===== src/rtl/pwr_state_pkg.sv =====
// Package: bit positions and sizing shared by the power-state register.
// Assumes DATA_W is large enough to hold the enable field.
package pwr_state_pkg;
    localparam int BIT_LPS = 0;  // live power-line mirror
    localparam int BIT_CIDLE = 1;  // clock-idle status / interrupt
    localparam int EVT_LSB = 2;  // first sticky event bit
    localparam int EN_LSB = 8;  // clock-idle enable; event enables follow
endpackage


===== src/rtl/clk_activity_mon.sv =====
// Module: detects whether a monitored clock is toggling, using only the
// host clock. Assumes the monitored clock runs at most at half the host rate.
// idle is asserted after LIMIT host cycles with no observed edge.
module clk_activity_mon #(
    parameter int SYNC_STAGES = 2,
    parameter int LIMIT = 8
) (
    input  logic hclk,
    input  logic rst_n,
    input  logic mon_clk,
    output logic idle
);
    localparam int CW = $clog2(LIMIT + 1);

    logic [SYNC_STAGES:0] sync_q;
    logic [CW-1:0] gap_cnt;
    logic edge_seen;

    // Synchronizer chain plus one stage for edge detection.
    always_ff @(posedge hclk) begin
        if (!rst_n) sync_q <= '0;
        else sync_q <= {sync_q[SYNC_STAGES-1:0], mon_clk};
    end

    assign edge_seen = sync_q[SYNC_STAGES] ^ sync_q[SYNC_STAGES-1];

    // Count host cycles since the last edge, saturating at LIMIT.
    always_ff @(posedge hclk) begin
        if (!rst_n) gap_cnt <= CW'(LIMIT);
        else if (edge_seen) gap_cnt <= '0;
        else if (gap_cnt != CW'(LIMIT)) gap_cnt <= gap_cnt + 1'b1;
    end

    assign idle = (gap_cnt == CW'(LIMIT));

    AST_EDGE_CLEARS_IDLE: assert property (@(posedge hclk) disable iff (!rst_n)
        edge_seen |=> !idle);
endmodule


===== src/rtl/w1c_sticky_bit.sv =====
// Module: one sticky event bit. A set level latches it. A write-1 clears it.
// Set wins over clear on the same edge. Assumes the set level is held
// across a host clock edge.
module w1c_sticky_bit (
    input  logic hclk,
    input  logic rst_n,
    input  logic set_lvl,
    input  logic clr_req,
    output logic q
);
    // Hold, set or clear the latched event.
    always_ff @(posedge hclk) begin
        if (!rst_n) q <= 1'b0;
        else q <= set_lvl | (q & ~clr_req);
    end

    AST_EVT_STICKY: assert property (@(posedge hclk) disable iff (!rst_n)
        (q && !clr_req) |=> q);
    AST_W1C_CLEARS: assert property (@(posedge hclk) disable iff (!rst_n)
        (clr_req && !set_lvl) |=> !q);
    AST_EVT_WINS: assert property (@(posedge hclk) disable iff (!rst_n)
        set_lvl |=> q);
endmodule


===== src/rtl/pwr_state_csr.sv =====
// Module: top of the clock-independent power-state register. All state is
// on hclk; sys_clk is only observed. Reads are combinational. Every write
// reloads the whole enable field from wr_data.
module pwr_state_csr
    import pwr_state_pkg::*;
#(
    parameter int DATA_W = 16,
    parameter int NUM_EVT = 3,
    parameter int IDLE_LIMIT = 8,
    parameter int SYNC_STAGES = 2
) (
    input  logic hclk,
    input  logic rst_n,
    input  logic wr_en,
    input  logic [DATA_W-1:0] wr_data,
    output logic [DATA_W-1:0] rd_data,
    input  logic sys_clk,
    input  logic lps_line,
    input  logic [NUM_EVT-1:0] evt_in,
    output logic irq
);
    localparam int EVT_EN_LSB = EN_LSB + 1;

    logic clk_idle;
    logic cidle_en;
    logic cidle_q;
    logic cidle_clr;
    logic [NUM_EVT-1:0] evt_en;
    logic [NUM_EVT-1:0] evt_q;

    clk_activity_mon #(
        .SYNC_STAGES(SYNC_STAGES),
        .LIMIT(IDLE_LIMIT)
    ) u_mon (
        .hclk(hclk),
        .rst_n(rst_n),
        .mon_clk(sys_clk),
        .idle(clk_idle)
    );

    // One sticky cell per event input.
    for (genvar i = 0; i < NUM_EVT; i++) begin : g_evt
        w1c_sticky_bit u_bit (
            .hclk(hclk),
            .rst_n(rst_n),
            .set_lvl(evt_in[i]),
            .clr_req(wr_en & wr_data[EVT_LSB+i]),
            .q(evt_q[i])
        );
    end

    // Enable field: reloaded on every write.
    always_ff @(posedge hclk) begin
        if (!rst_n) begin
            cidle_en <= 1'b0;
            evt_en <= '0;
        end else if (wr_en) begin
            cidle_en <= wr_data[EN_LSB];
            evt_en <= wr_data[EVT_EN_LSB +: NUM_EVT];
        end
    end

    assign cidle_clr = wr_en & wr_data[BIT_CIDLE];

    // Clock-idle latch: active only while its enable is set.
    always_ff @(posedge hclk) begin
        if (!rst_n) cidle_q <= 1'b0;
        else if (!cidle_en) cidle_q <= 1'b0;
        else cidle_q <= clk_idle | (cidle_q & ~cidle_clr);
    end

    // Assemble read data from live lines and state.
    always_comb begin
        rd_data = '0;
        rd_data[BIT_LPS] = lps_line;
        rd_data[BIT_CIDLE] = cidle_en ? cidle_q : clk_idle;
        rd_data[EVT_LSB +: NUM_EVT] = evt_q;
        rd_data[EN_LSB] = cidle_en;
        rd_data[EVT_EN_LSB +: NUM_EVT] = evt_en;
    end

    // Combined interrupt.
    assign irq = (cidle_en & cidle_q) | (|(evt_q & evt_en));

    AST_SCI_HOLD: assert property (@(posedge hclk) disable iff (!rst_n)
        (cidle_en && cidle_q && !cidle_clr && !(wr_en && !wr_data[EN_LSB])) |=> cidle_q);
    AST_NO_EN_NO_IRQ: assert property (@(posedge hclk) disable iff (!rst_n)
        (!cidle_en && evt_en == '0) |-> !irq);
    AST_LPS_MIRROR: assert property (@(posedge hclk) disable iff (!rst_n)
        rd_data[BIT_LPS] == lps_line);
endmodule


===== config.mk =====
export PLATFORM = sky130hd
export DESIGN_NAME = pwr_state_csr
export DESIGN_NICKNAME = d
export VERILOG_FILES = /design/src/rtl/pwr_state_pkg.sv /design/src/rtl/clk_activity_mon.sv /design/src/rtl/w1c_sticky_bit.sv /design/src/rtl/pwr_state_csr.sv
export SDC_FILE = /design/constraint.sdc
export NUM_CORES = 1
export LEC_CHECK = 0
export BUFFER_PORTS_ARGS = -buffer_cell sky130_fd_sc_hd__buf_2
export CORE_UTILIZATION = 39
export CTS_BUF_LIST = sky130_fd_sc_hd__clkbuf_4
export CTS_CLUSTER_SIZE = 24
export DETAILED_ROUTE_END_ITERATION = 8
export GPL_TIMING_DRIVEN = 0
export PLACE_DENSITY = 0.86
export SLEW_MARGIN = 20
export SYNTH_ARGS = -nofsm -noshare
export SYNTH_HDL_FRONTEND = slang
export SYNTH_SLANG_ARGS = --single-unit

===== constraint.sdc =====
create_clock -name hclk -period 1.2 [get_ports hclk]
set_input_delay 0.24 -clock hclk [delete_from_list [all_inputs] [get_ports hclk]]
set_output_delay 0.24 -clock hclk [all_outputs]
set_load 0.03 [all_outputs]

# After elaboration in Yosys (flattened, before gate mapping)
# Index checks and enable logic that the tools add are counted.
[classes]
addsub = 1
eq_ne = 2
n_mux = 3
n_bitwise = 21
reduce_logical = 4
[op_table]
columns = ["operator", "n"]
rows = [
  ["$and A1 B1 Y1", 9],
  ["$mux W4", 2],
  ["$not A1 Y1", 5],
  ["$or A1 B1 Y1", 5],
  ["$add A4 B1 Y4 const B", 1],
  ["$eq A4 B4 Y1 const B", 1],
  ["$ne A4 B4 Y1 const B", 1],
  ["$and A3 B3 Y3", 1],
  ["$reduce_or A3 Y1", 1],
  ["$reduce_and A2 Y1", 1],
  ["$reduce_bool A2 Y1", 1],
  ["$reduce_or A2 Y1", 1],
  ["$mux W1", 1],
  ["$xor A1 B1 Y1", 1],
]
[totals]
register_bits = 15
input_bits = 24

# Longest topological paths before layout
# Gate-level depths: netlist of run 1.
[logic_depth]
depth_word = 4
depth_mapped = 5
depth_no_buf = 5

# By module
# A second synthesis of run 1 with hierarchy kept.
[unflattened]
hier_cells = 73
area_unflattened_um2 = 732.0
[by_module_without_submodules]
columns = ["module", "n_inst", "cells_each", "area_per_inst_um2"]
rows = [
  ["pwr_state_csr", 1, 35, 312.8],
  ["clk_activity_mon", 1, 29, 295.3],
  ["w1c_sticky_bit", 3, 3, 41.3],
]

# Least setup slack after synthesis of run 1
# OpenSTA, ideal clock, no wires.
[synth_timing]
path_kind = "reg2out"
start = "register u_mon.gap_cnt[0]"
end = "output port rd_data[1]"
t_arrival_ns = 1.396
required_ns = 0.960
setup_slack_ns = -0.436
stages_incl_launch_ff = 5
path_buffers = 0
path_cell_list = "dfxtp_1 -> inv_1 -> ha_1 -> nand3b_1 -> o21ai_0"
[synth_between]
elab_chain_cells = 2
[synth_lines]
columns = ["item", "line_no", "rtl"]
rows = [
  ["from (decl)", "clk_activity_mon.sv:16", "logic [CW-1:0] gap_cnt;"],
  ["from (signal assigned)", "clk_activity_mon.sv:29", "if (!rst_n) gap_cnt <= CW'(LIMIT);"],
  ["from (signal assigned)", "clk_activity_mon.sv:31", "else if (gap_cnt != CW'(LIMIT)) gap_cnt <= gap_cnt + 1'b1;"],
  ["$eq A4 B4 Y1", "clk_activity_mon.sv:34", "assign idle = (gap_cnt == CW'(LIMIT));"],
  ["$mux W1", "pwr_state_csr.sv:76", "rd_data[BIT_CIDLE] = cidle_en ? cidle_q : clk_idle;"],
  ["to (decl)", "pwr_state_csr.sv:16", "output logic [DATA_W-1:0] rd_data,"],
]
# Every way passes these cells.

# Worst setup path after layout of run 1
[layout_timing]
start = "register u_mon.gap_cnt[1]"
end = "output port rd_data[1]"
# Same word-level chain as after synthesis.

==> flow_results.org, run 1 <==
** Setup path
- STA puts the critical path data required time at 0.96 ns.
- STA classifies the critical path startpoint as a flop.
- Longest individual stage delay on the worst path :: 0.33 ns
- In this run the number of cells on the critical path is 5.
- In this design, the largest share of critical-path delay is due to flip-flops.
- Buffering stage count on the worst path with inverters included :: 2
- Critical-path top delay cell :: sky130_fd_sc_hd__dfxtp_2
- Critical Path, Cell by Cell :: inv_2, ha_4, nand3b_1, o21ai_4, buf_6
- Arrival time worst endpoint :: 1.21 ns
- STA classifies the critical path endpoint as an output pin.
- Maximum fanout encountered on the critical timing path :: 2
- Crit Path Class :: reg2out
- Measured in cells, the most critical reg-to-reg path has a length of 6.

** GRT
- Met1 Resource Use GR :: 17.3%
- Overall global routing resource usage :: 15.4%
- Global-route track usage on met2 :: 27.8%
- Global routing consumed, on the met3 layer, 2.50% of the routing resources.
- Aggregate global routing overflow :: 0
- After global routing, the most crowded layer is met2.
- The first global-routing pass estimated 2170 microns of wire.
- Number of global-route vias before repair :: 561
- The initial antenna violation count came to 0.
- Entering global routing, the biggest net connects 9 pins.

** Floorplanning
- Number of primary I/O pins :: 41
- Die X-Extent :: 43.7 microns
- The die covers 1910 sq um.
- The floorplan has 14 rows.
- Initial standard-cell utilization of the core :: 43.5%
- Overall die height :: 43.7 microns
- The region available for standard cell placement spans 1560 sq um.

** Clock network
- Clock Tree Root :: sky130_fd_sc_hd__clkbuf_4
- The clock passes through at most 2 buffers.
- Latest clock arrival within the worst-skew pair :: 0.27 ns
- Clock sink total :: 15
- Worst-path clk slew :: 0.08 ns
- Inserted Clock Buffers :: 3
- TritonCTS clock tree :: done
- CTS built an H-tree with a depth of 1.

** Timing
- Maximum clock rate :: 692 MHz
- Count of final hold-check violations :: 0
- Final setup violation count :: 2
- Worst-case clock skew :: 0.00274 ns
- Max-slew violations :: 0
- Period utilisation layout :: 120%
- Time the worst path needs with I/O delays and setup :: 1.45 ns
- Slack of the critical path :: -0.246 ns
- Setup repair after global routing could not meet its margin everywhere.

** Cells and area
- Compared with the post-synthesis result, the final layout area differs by 43.7%.
- Number of nets in the finished design :: 142
- Leaving out fill and tap cells, the most frequent cell in the layout is sky130_fd_sc_hd__buf_2.
- Counting the fill cells in the layout gives 132.
- In the final layout, the share of cells above drive strength 1 is 53.9%.
- Leading cell types in the layout, fill and taps excluded :: sky130_fd_sc_hd__buf_2 (20), sky130_fd_sc_hd__buf_4 (17), sky130_fd_sc_hd__nor2_1 (10)
- Inserted Diodes :: 0
- Final core utilization :: 62.5%

** Synthesis
- Adder and majority cell fraction of the synthesized area :: 3.69%
- Of the total synthesized cell area, the portion taken by AND, OR, NAND and NOR gates is 17.7%.
- By area the synthesized netlist is led by sky130_fd_sc_hd__dfxtp_1 (44%), sky130_fd_sc_hd__buf_4 (13%), sky130_fd_sc_hd__mux2i_1 (7.4%).
- Area fraction of the dominant cell type after synthesis :: 44.3%
- Cell area after synthesis :: 678 sq um
- The synthesized netlist devotes 5.17% of its cell area to XOR and XNOR gates.
- By area, the combinational part of the netlist is dominated by simple AND/OR/NAND/NOR gates.
- Multiplexer cells account for 7.38% of the synthesized area.
- Register area share after synthesis :: 44.3%
- Counting flops and latches in the post-synthesis netlist gives 15.
- Syn avg cell area :: 8.92 sq um
- Number of distinct library cell variants in the gate-level netlist after synthesis :: 19
- Most area-hungry cell type in the Yosys netlist :: sky130_fd_sc_hd__dfxtp_1
- Warnings, synthesis :: 0
- Synthesis produced 76 cells.
- Synthesized-area fraction occupied by ao, oa, aoi and oai cells :: 5.54%

** Detailed routing
- Wires add up to 1290 microns.
- Dividing the detail-routed wire length by the instance count gives 9.83 microns.
- Using the TritonRoute via totals, the vias-per-cell ratio works out to 4.53.
- First-pass iteration count of the detailed router :: 6
- In this run the remaining antenna-violating nets after routing total 0.
- Post-detailed-route DRC marker count :: 3
- Via count :: 593
- After the first detailed-routing iteration, the DRC count stood at 7.

** Place
- In this run the tool buffered the top-level ports with 23 buffer cells.
- Summed over all nets, the half-perimeter wirelength after detailed placement is 921 microns.
- Placer's final routability congestion estimate :: 0.696
- OpenSTA, run right after detailed placement, puts the worst setup slack at -0.235 ns.

** Power
- Max VDD drop :: 0.000840 V
- Total power draw :: 1.38 mW
- Power spread over the standard cell area amounts to 1410 nW/um^2.
- Pleak :: 0.510 nW

** Status
- Failing checks :: DRC, setup timing
- The run finished, with violations left.

** Hold path
- In this run the worst hold path is classified as in2reg.
- WHS Path Cells :: 3

** Job
- Max Cap Violations :: 0
## layout make-up
type | count | area (sq um) | area share, %
Buffer | 12 | 87.6 | 8.99
Sequential cell | 15 | 310 | 31.8
Clock buffer | 4 | 30.0 | 3.08
Multi-Input combinational cell | 51 | 323 | 33.1
Inverter | 3 | 11.3 | 1.16
Timing Repair Buffer | 30 | 193 | 19.8
Tap cell | 16 | 20.0 | 2.05
## metal layers
layer	wire length [microns]	part of all wire [%]
met5	0	0
met4	11	0.85
met3	88	6.8
met2	671	52
met1	516	40
## metrics by stage
step                cells  TNS, ns  hold slack [ns]  cell area, sq um
floorplan              82  -0.0360            0.316               712
global placement      121   -0.219            0.430               847
detailed placement    121   -0.375            0.436               847
CTS                   130   -0.384            0.165               967
global route          131   -0.513            0.182               975
finish                131   -0.364            0.172               975
## kinds of logic after synthesis
logic type	after synthesis
flops	15
other cells	1
buf+inv	16
xor+xnor	4
fa+ha+maj	2
mux	5
simple gates	26
compound gates	7
## worst paths after layout
kind	slack [ns]	endpoint	from
setup / recovery	-0.25	rd_data[1]	u_mon.gap_cnt[1]
hold / removal	0.17	g_evt[0].u_bit.q	evt_in[0]
setup reg to reg	0.02	u_mon.gap_cnt[1]	u_mon.gap_cnt[1]
hold reg to reg	0.45	u_mon.sync_q[1]	u_mon.sync_q[0]
## state kept, by name (all words and copies together), names as in the netlist
name,count
cidle_q,1
u_mon.gap_cnt,4
g_evt.u_bit.q,3
u_mon.sync_q,3
cidle_en,1
evt_en,3
## tightest hold or removal path, stage by stage
cell	delay, ns
sky130_fd_sc_hd__buf_2	0.07
sky130_fd_sc_hd__a21oi_1	0.03
sky130_fd_sc_hd__nor2_1	0.06
## power breakdown
group	switching, mW	internal (mW)	leakage [nW]	total [mW]
Combinational	0.264	0.244	0.366	0.508
Sequential	0.0324	0.546	0.126	0.578
Clock	0.138	0.151	0.0184	0.289
## Yosys cell counts
library cell               instances
sky130_fd_sc_hd__a21oi_1           4
sky130_fd_sc_hd__a22oi_1           1
sky130_fd_sc_hd__and2_2            3
sky130_fd_sc_hd__buf_2             1
sky130_fd_sc_hd__buf_4            12
sky130_fd_sc_hd__conb_1            1
sky130_fd_sc_hd__dfxtp_1          15
sky130_fd_sc_hd__ha_1              2
sky130_fd_sc_hd__inv_1             2
sky130_fd_sc_hd__inv_2             1
sky130_fd_sc_hd__mux2i_1           5
sky130_fd_sc_hd__nand2_1           9
sky130_fd_sc_hd__nand3_1           2
sky130_fd_sc_hd__nand3b_1          1
sky130_fd_sc_hd__nor2_1           10
sky130_fd_sc_hd__o21ai_0           2
sky130_fd_sc_hd__or2_4             1
sky130_fd_sc_hd__xnor2_1           1
sky130_fd_sc_hd__xor2_1            3
## timing repair
| action | CTS | global route |
|---|---|---|
| pin swaps | 3 | 2 |
| buffers inserted | 5 | 2 |
| hold buffers | 0 | 0 |
| setup endpoints to repair | 5 | 6 |
| resized for setup | 19 | 2 |
Note: power is estimated with default switching activity, not from simulation.
==> run 2, diff against run 1 <==
BUFFER_PORTS_ARGS = -buffer_cell sky130_fd_sc_hd__buf_4   (was -buffer_cell sky130_fd_sc_hd__buf_2)
==> flow_results.org, run 2 (synthesis results as in run 1) <==
** GRT
- Aggregate global routing overflow :: 0 (unchanged)
- The routing layer with the top usage in global route is met2 (unchanged).
- The global routing met1 resource utilization is 15.3% (was 17.3%).
- Number of global-route vias before repair :: 591 (was 561)
- Met3 track demand over resource :: 2.92% (was 2.50%)
- Overall global routing resource usage :: 16.6% (was 15.4%)
- Initial antenna violation count :: 0 (unchanged)
- Maximum number of pins on one net before global-route repair :: 9 (unchanged)
- Wire length of the first global-routing pass :: 2320 microns (was 2170 microns)
- The global-route track usage on met2 was 33.1% (was 27.8%).

** Place
- The number of placed cells counting well taps was 121 (unchanged).
- IO buf count :: 23 (unchanged)
- Placer's final routability congestion estimate :: 0.669 (was 0.696)
- The placed wire-length estimate after detailed placement is 1020 microns (was 921 microns).
- Worst slack at placement :: -0.197 ns (was -0.235 ns)

** Setup path
- The critical path class is reg2out (unchanged).
- The required time of the worst setup path is 0.96 ns (about the same).
- The endpoint class of the critical path was an output pin (unchanged).
- Critical path startpoint category :: flop (unchanged)
- Arrival time worst endpoint :: 1.21 ns (about the same)
- The highest net fanout along the worst path came to 2 (unchanged).

** Clock network
- The buffer depth of the longest clock path is 2 (unchanged).
- Clock sink total :: 15 (unchanged)
- The number of levels the H-tree was split into was 1 (unchanged).
- The number of buffers inserted during clock tree synthesis is 3 (unchanged).
- Clock Tree Root :: sky130_fd_sc_hd__clkbuf_4 (unchanged)
- The CTS tree is done (unchanged).
- Latest clock arrival within the worst-skew pair :: 0.28 ns (was 0.27 ns)
- Worst-path clk slew :: 0.08 ns (about the same)

** Cells and area
- Layout-stage area growth over the synthesis result :: 50.7% (was 43.7%)
- The number of standard cells in the final layout excluding fillers is 130 (was 131).
- Filler cells :: 126 (was 132)
- The number of antenna diodes came to 0 (unchanged).
- The leading cell type in the layout, fill and taps excluded was sky130_fd_sc_hd__buf_4 (was sky130_fd_sc_hd__buf_2).
- The flip-flop count of the largest register after layout came to 4 (unchanged).
- Share of cells above drive strength 1 :: 54.4% (was 53.9%)
- Reg with most FFs :: u_mon.gap_cnt (unchanged)
- Sequential Area :: 310 sq um (unchanged)
- Leading cell types in the layout, fill and taps excluded :: sky130_fd_sc_hd__buf_4 (36), sky130_fd_sc_hd__nor2_1 (10), sky130_fd_sc_hd__nand2_1 (9), sky130_fd_sc_hd__dfxtp_1 (9), sky130_fd_sc_hd__conb_1 (7) (was sky130_fd_sc_hd__buf_2 (20), sky130_fd_sc_hd__buf_4 (17), sky130_fd_sc_hd__nor2_1 (10))
- Total area of multi-input combinational cells :: 330 sq um (was 323 sq um)
- The layout net count is 141 (was 142).

** Detailed routing
- The antenna violation net count after detailed routing was 0 (unchanged).
- The average detailed-routed wire length per instance was 11.0 microns (was 9.83 microns).
- The detail-routed via count per cell is 4.52 (was 4.53).
- The number of detailed-route iterations in the first pass came to 5 (was 6).
- Sum of routed wire length over all layers :: 1430 microns (was 1290 microns)
- The number of remaining DRC errors is 3 (unchanged).
- Initial DRC Count :: 4 (was 7)
- Via count :: 588 (was 593)

** Timing
- Slack of the critical path :: -0.253 ns (was -0.246 ns)
- Setup TNS after final layout :: -0.354 ns (was -0.364 ns)
- The final critical delay including setup and external delays was 1.45 ns (about the same).
- Setup repair after global routing missed its margin: true (unchanged).
- The setup violation total in the final timing report was 2 (unchanged).
- The highest clock frequency the design can meet is 688 MHz (was 692 MHz).
- Max-slew violations :: 0 (unchanged)
- The part of the cycle the worst path needs came to 121% (was 120%).
- Count of final hold-check violations :: 0 (unchanged)
- The clock tree skew after final layout is 0.000524 ns (was 0.00274 ns).

** Floorplanning
- Number of primary I/O pins :: 41 (unchanged)
- Initial standard-cell utilization of the core :: 43.5% (unchanged)
- The floorplan die height is 43.7 microns (unchanged).
- The floorplan row count was 14 (unchanged).
- The die outline width is 43.7 microns (unchanged).
- Core Area :: 1560 sq um (unchanged)
- The area of the die is 1910 sq um (unchanged).

** Status
- Status: finished with violations (unchanged).
- Failing checks :: DRC, setup timing (unchanged)

** Power
- The areal power density over the cells came to 1400 nW/um^2 (was 1410 nW/um^2).
- The leakage power summed over all cells came to 0.523 nW (was 0.510 nW).
- The maximum vdd drop is 0.000928 V (was 0.000840 V).

** Hold path
- The type of the tightest min-delay check was in2reg (unchanged).

** Job
- Max Cap Violations :: 0 (unchanged)
==> run 2: cell count changes in the layout (fill, tap and decap cells not counted) <==
cell	delta
sky130_fd_sc_hd__xnor2_1	-1
sky130_fd_sc_hd__buf_2	-19
sky130_fd_sc_hd__xnor2_2	+1
sky130_fd_sc_hd__buf_4	+19
sky130_fd_sc_hd__clkbuf_4	-1
==> run 2: final timing paths <==
kind                                       start                to  slack [ns]  cells after the start
worst max register to register  u_mon.gap_cnt[0]  u_mon.gap_cnt[1]        0.02                      6
worst min-delay path                   evt_in[0]  g_evt[0].u_bit.q        0.17                      3
worst min register to register   u_mon.sync_q[0]   u_mon.sync_q[1]        0.46                      1
worst max-delay path            u_mon.gap_cnt[0]        rd_data[1]       -0.25                      5
==> run 2: repair_timing <==
item,in CTS,in global routing
pin swaps,5,4
setup buffers,8,2
gates resized for setup,17,2
setup endpoints to repair,5,8
endpoints found under the hold margin,0,0
hold buffers,0,0
==> run 2: layout make-up <==
cell class	instances	area share, %
Multi-Input combinational cell	51	32.3
Sequential cell	15	30.4
Timing Repair Buffer	29	22.8
Buffer	12	8.57
Clock buffer	4	2.94
Tap cell	16	1.96
Inverter	3	1.10
==> run 2: through the flow <==
step / instance area [sq um] / total power, mW / utilization, % / hold WS (ns)
after floorplan: 712 / 0.882 / - / 0.316
after global placement: 905 / 0.989 / 58.0 / 0.430
after detailed placement: 905 / 1.01 / 58.0 / 0.445
after CTS: 1030 / 1.49 / 66.3 / 0.159
after global routing: 1020 / 1.52 / 65.6 / 0.174
final: 1020 / 1.43 / 65.6 / 0.165
==> run 2: worst max-delay path, cell delays in order, from the launching register on <==
cell and delay, ns:
sky130_fd_sc_hd__dfxtp_2 0.34, sky130_fd_sc_hd__inv_2 0.06, sky130_fd_sc_hd__ha_4 0.12, sky130_fd_sc_hd__nand3b_1 0.13
sky130_fd_sc_hd__o21ai_4 0.15, sky130_fd_sc_hd__buf_6 0.14
==> run 2: power by group <==
group,internal (mW),switching (mW),leakage (nW)
clock,0.152,0.147,0.0184
combinational,0.279,0.277,0.378
sequential,0.546,0.0348,0.126
total,0.976,0.459,0.523
==> run 2: metal layers <==
metal	routed length [microns]	vias to the layer above
li1	-	299
met1	525	259
met2	770	28
met3	114	2
met4	18	0
met5	0	-
==> run 3, diff against run 2 <==
CORE_UTILIZATION = 40   (was 39)
PLACE_DENSITY = 0.85   (was 0.86)
clock period = 1.6 ns   (was 1.2 ns; I/O delays follow)
==> flow_results.org, run 3 (synthesis results as in run 1) <==
** Detailed routing
- The detail-routed via count per cell came to 4.53 (was 4.52).
- The count of routing violations after the opening detailed-route iteration is 10 (was 4).
- WL/cell :: 9.85 microns (was 11.0 microns)
- The number of remaining DRC errors came to 0 (was 3).
- The number of detailed-route iterations in the first pass is 3 (was 5).
- Sum of routed wire length over all layers :: 1250 microns (was 1430 microns)
- Via count :: 575 (was 588)
- The antenna violation net count after detailed routing came to 0 (unchanged).

** Floorplanning
- The area of the core came to 1540 sq um (was 1560 sq um).
- Number of primary I/O pins :: 41 (unchanged)
- The area of the die was 1860 sq um (was 1910 sq um).
- The initial core utilization came to 44.0% (was 43.5%).
- The floorplan die height came to 43.2 microns (was 43.7 microns).
- Number of rows in the core area :: 14 (unchanged)
- The die outline width came to 43.2 microns (was 43.7 microns).

** Setup path
- Reg2reg end :: u_mon.gap_cnt[1] (unchanged)
- The critical path class was reg2out (unchanged).
- Buffering stage count on the worst path with inverters included :: 2 (unchanged)
- Arrival time worst endpoint :: 1.22 ns (was 1.21 ns)
- Critical path startpoint category :: flop (unchanged)
- Worst setup EP type :: output pin (unchanged)
- Termination of the worst setup path :: rd_data[1] (unchanged)
- Worst-case reg-to-reg path depth :: 6 (unchanged)
- The peak per-stage delay on the critical path came to 0.34 ns (about the same).
- The launch point of the worst path is u_mon.gap_cnt[1] (was u_mon.gap_cnt[0]).
- The setup slack of the worst register-to-register path came to 0.45 ns (was 0.02 ns).
- The required time of the worst setup path is 1.28 ns (was 0.96 ns).
- The slowest stage cell on the critical path was sky130_fd_sc_hd__dfxtp_2 (unchanged).
- Kind of cell adding the most delay to the critical path :: flip-flops (unchanged)
- Number of cells on the critical path :: 5 (unchanged)
- Maximum fanout encountered on the critical timing path :: 4 (was 2)
- Launch point of the worst reg-to-reg path :: u_mon.gap_cnt[1] (was u_mon.gap_cnt[0])
- Critical Path, Cell by Cell :: inv_2, ha_4, nand3b_1, o21ai_1, buf_4 (was inv_2, ha_4, nand3b_1, o21ai_4, buf_6)

** Timing
- Max-slew violations :: 0 (unchanged)
- Final setup violation count :: 0 (was 2)
- Time the worst path needs with I/O delays and setup :: 1.54 ns
- Of the available clock period, the critical path in the final layout requires 96.2%.
- Setup repair after global routing missed its margin: true (unchanged).
- The clock tree skew after final layout came to 0.00502 ns (was 0.000524 ns).
- Based on the critical path, the design can be clocked at up to 650 MHz.
- The hold violation count in the final report was 0 (unchanged).

** Place
- IO buf count :: 23 (unchanged)
- Detailed-placement wirelength estimate :: 993 microns (was 1020 microns)
- The placer congestion estimate came to 0.701 (was 0.669).

** Cells and area
- The layout net count is 138 (was 141).
- The fill cell instance count of the final layout came to 143 (was 126).
- Leading cell types in the layout, fill and taps excluded: sky130_fd_sc_hd__buf_4 (37), sky130_fd_sc_hd__dfxtp_1 (13), sky130_fd_sc_hd__nor2_1 (10) (was sky130_fd_sc_hd__buf_4 (36), sky130_fd_sc_hd__nor2_1 (10), sky130_fd_sc_hd__nand2_1 (9), sky130_fd_sc_hd__dfxtp_1 (9), sky130_fd_sc_hd__conb_1 (7)).
- Reg with most FFs :: u_mon.gap_cnt (unchanged)
- The flip-flop count of the largest register after layout is 4 (unchanged).
- Final core utilization :: 61.9% (was 65.6%)
- Layout-stage area growth over the synthesis result :: 40.6% (was 50.7%)
- The share of cells above drive strength 1 came to 46.8% (was 54.4%).
- The number of antenna diodes was 0 (unchanged).
- The leading cell type in the layout, fill and taps excluded is sky130_fd_sc_hd__buf_4 (unchanged).

** Clock network
- Clock Tree Root :: sky130_fd_sc_hd__clkbuf_4 (unchanged)
- Clock sink total :: 15 (unchanged)
- The hold buffer count at CTS is 0 (unchanged).
- H-tree lvl count :: 1 (unchanged)
- The CTS tree is done (unchanged).
- Latest clock arrival within the worst-skew pair :: 0.28 ns (about the same)
- The buffer depth of the longest clock path was 2 (unchanged).
- The clock input transition at the sequential cells of the worst setup and hold paths was 0.08 ns (about the same).
- The number of buffers inserted during clock tree synthesis is 3 (unchanged).

** Job
- Max Cap Violations :: 0 (unchanged)

** Power
- The maximum vdd drop is 0.000643 V (was 0.000928 V).
- The sequential cell fraction of total power is 43.2% (was 40.5%).
- Net Sw Power :: 316 uW (was 459 uW)
- Switching power share of the total :: 31.3% (was 32.0%)
- Pleak :: 0.494 nW (was 0.523 nW)
- Total power draw :: 1.01 mW (was 1.43 mW)
- The internal power came to 694 uW (was 976 uW).
- The areal power density over the cells came to 1060 nW/um^2 (was 1400 nW/um^2).
- Part of the total power dissipated in the clock network :: 22.2% (was 20.8%)
- Part of the power in combinational logic :: 34.6% (was 38.7%)

** GRT
- The global-route track usage on met2 was 26.9% (was 33.1%).
- Met3 track demand over resource :: 1.28% (was 2.92%)
- Number of global-route vias before repair :: 543 (was 591)
- Overall global routing resource usage :: 14.7% (was 16.6%)
- The wire length of the first global-routing pass came to 2010 microns (was 2320 microns).
- Met1 Resource Use GR :: 14.4% (was 15.3%)
- Gr busiest metal :: met2 (unchanged)
- The initial antenna violation count came to 0 (unchanged).
- Aggregate global routing overflow :: 0 (unchanged)
- The maximum number of pins on one net before global-route repair came to 9 (unchanged).

** Hold path
- The type of the tightest min-delay check is in2reg (unchanged).
- Start point of the worst min-delay path :: evt_in[1] (was evt_in[0])

** Status
- Status :: complete, no violations (was finished with violations)
==> run 3: cell type report <==
cell class              count  area, sq um  share of cell area [%]
plain buffers              13         95.1                    9.97
clock buffers               4         30.0                    3.15
flip-flops and latches     15          303                    31.8
repair buffers             25          188                    19.7
inverters                   3         11.3                    1.18
multi-input cells          51          307                    32.2
well taps                  16         20.0                    2.10
==> run 3: metrics by stage <==
step	TNS (ns)	hold slack [ns]	area [sq um]	worst slack, ns	instances
final	0	0.248	953	0.0604	127
after CTS	0	0.243	932	0.0293	126
after global routing	-0.0172	0.252	953	-0.0172	127
after floorplan	0	0.396	701	0.111	82
after global placement	0	0.429	893	0.217	121
after detailed placement	0	0.438	893	0.173	121
==> run 3: routing by layer <==
layer	part of all wire, %	routed length [microns]
met3	6.9	86
met5	0	0
met4	2.1	26
met1	40	498
met2	51	638
==> run 3: worst min-delay path by stage <==
stage | end | cells past startpoint
6_report | g_evt[1].u_bit.q | 3
5_1_grt | u_mon.sync_q[0] | 2
4_1_cts | g_evt[2].u_bit.q | 3
3_5_place_dp | u_mon.sync_q[1] | 1
3_3_place_gp | u_mon.sync_q[1] | 1
2_1_floorplan | u_mon.gap_cnt[3] | 1
==> run 3: what timing repair did <==
action / in CTS / in global routing
resized for setup: 1 / 5
pin swaps: 0 / 2
buffers inserted: 1 / 1
setup endpoints to repair: 1 / 1
==> run 3: power groups by stage <==
stage	registers, mW	logic [mW]	clock network (mW)
after floorplan	0.446	0.201	0
after global placement	0.441	0.285	0
after detailed placement	0.444	0.294	0
after CTS	0.438	0.315	0.234
after global routing	0.441	0.384	0.246
final	0.436	0.350	0.224
==> run 3: worst min-delay path, cell delays in order <==
cell and delay (ns):
sky130_fd_sc_hd__buf_4 0.08, sky130_fd_sc_hd__a21oi_1 0.03, sky130_fd_sc_hd__nor2_1 0.07
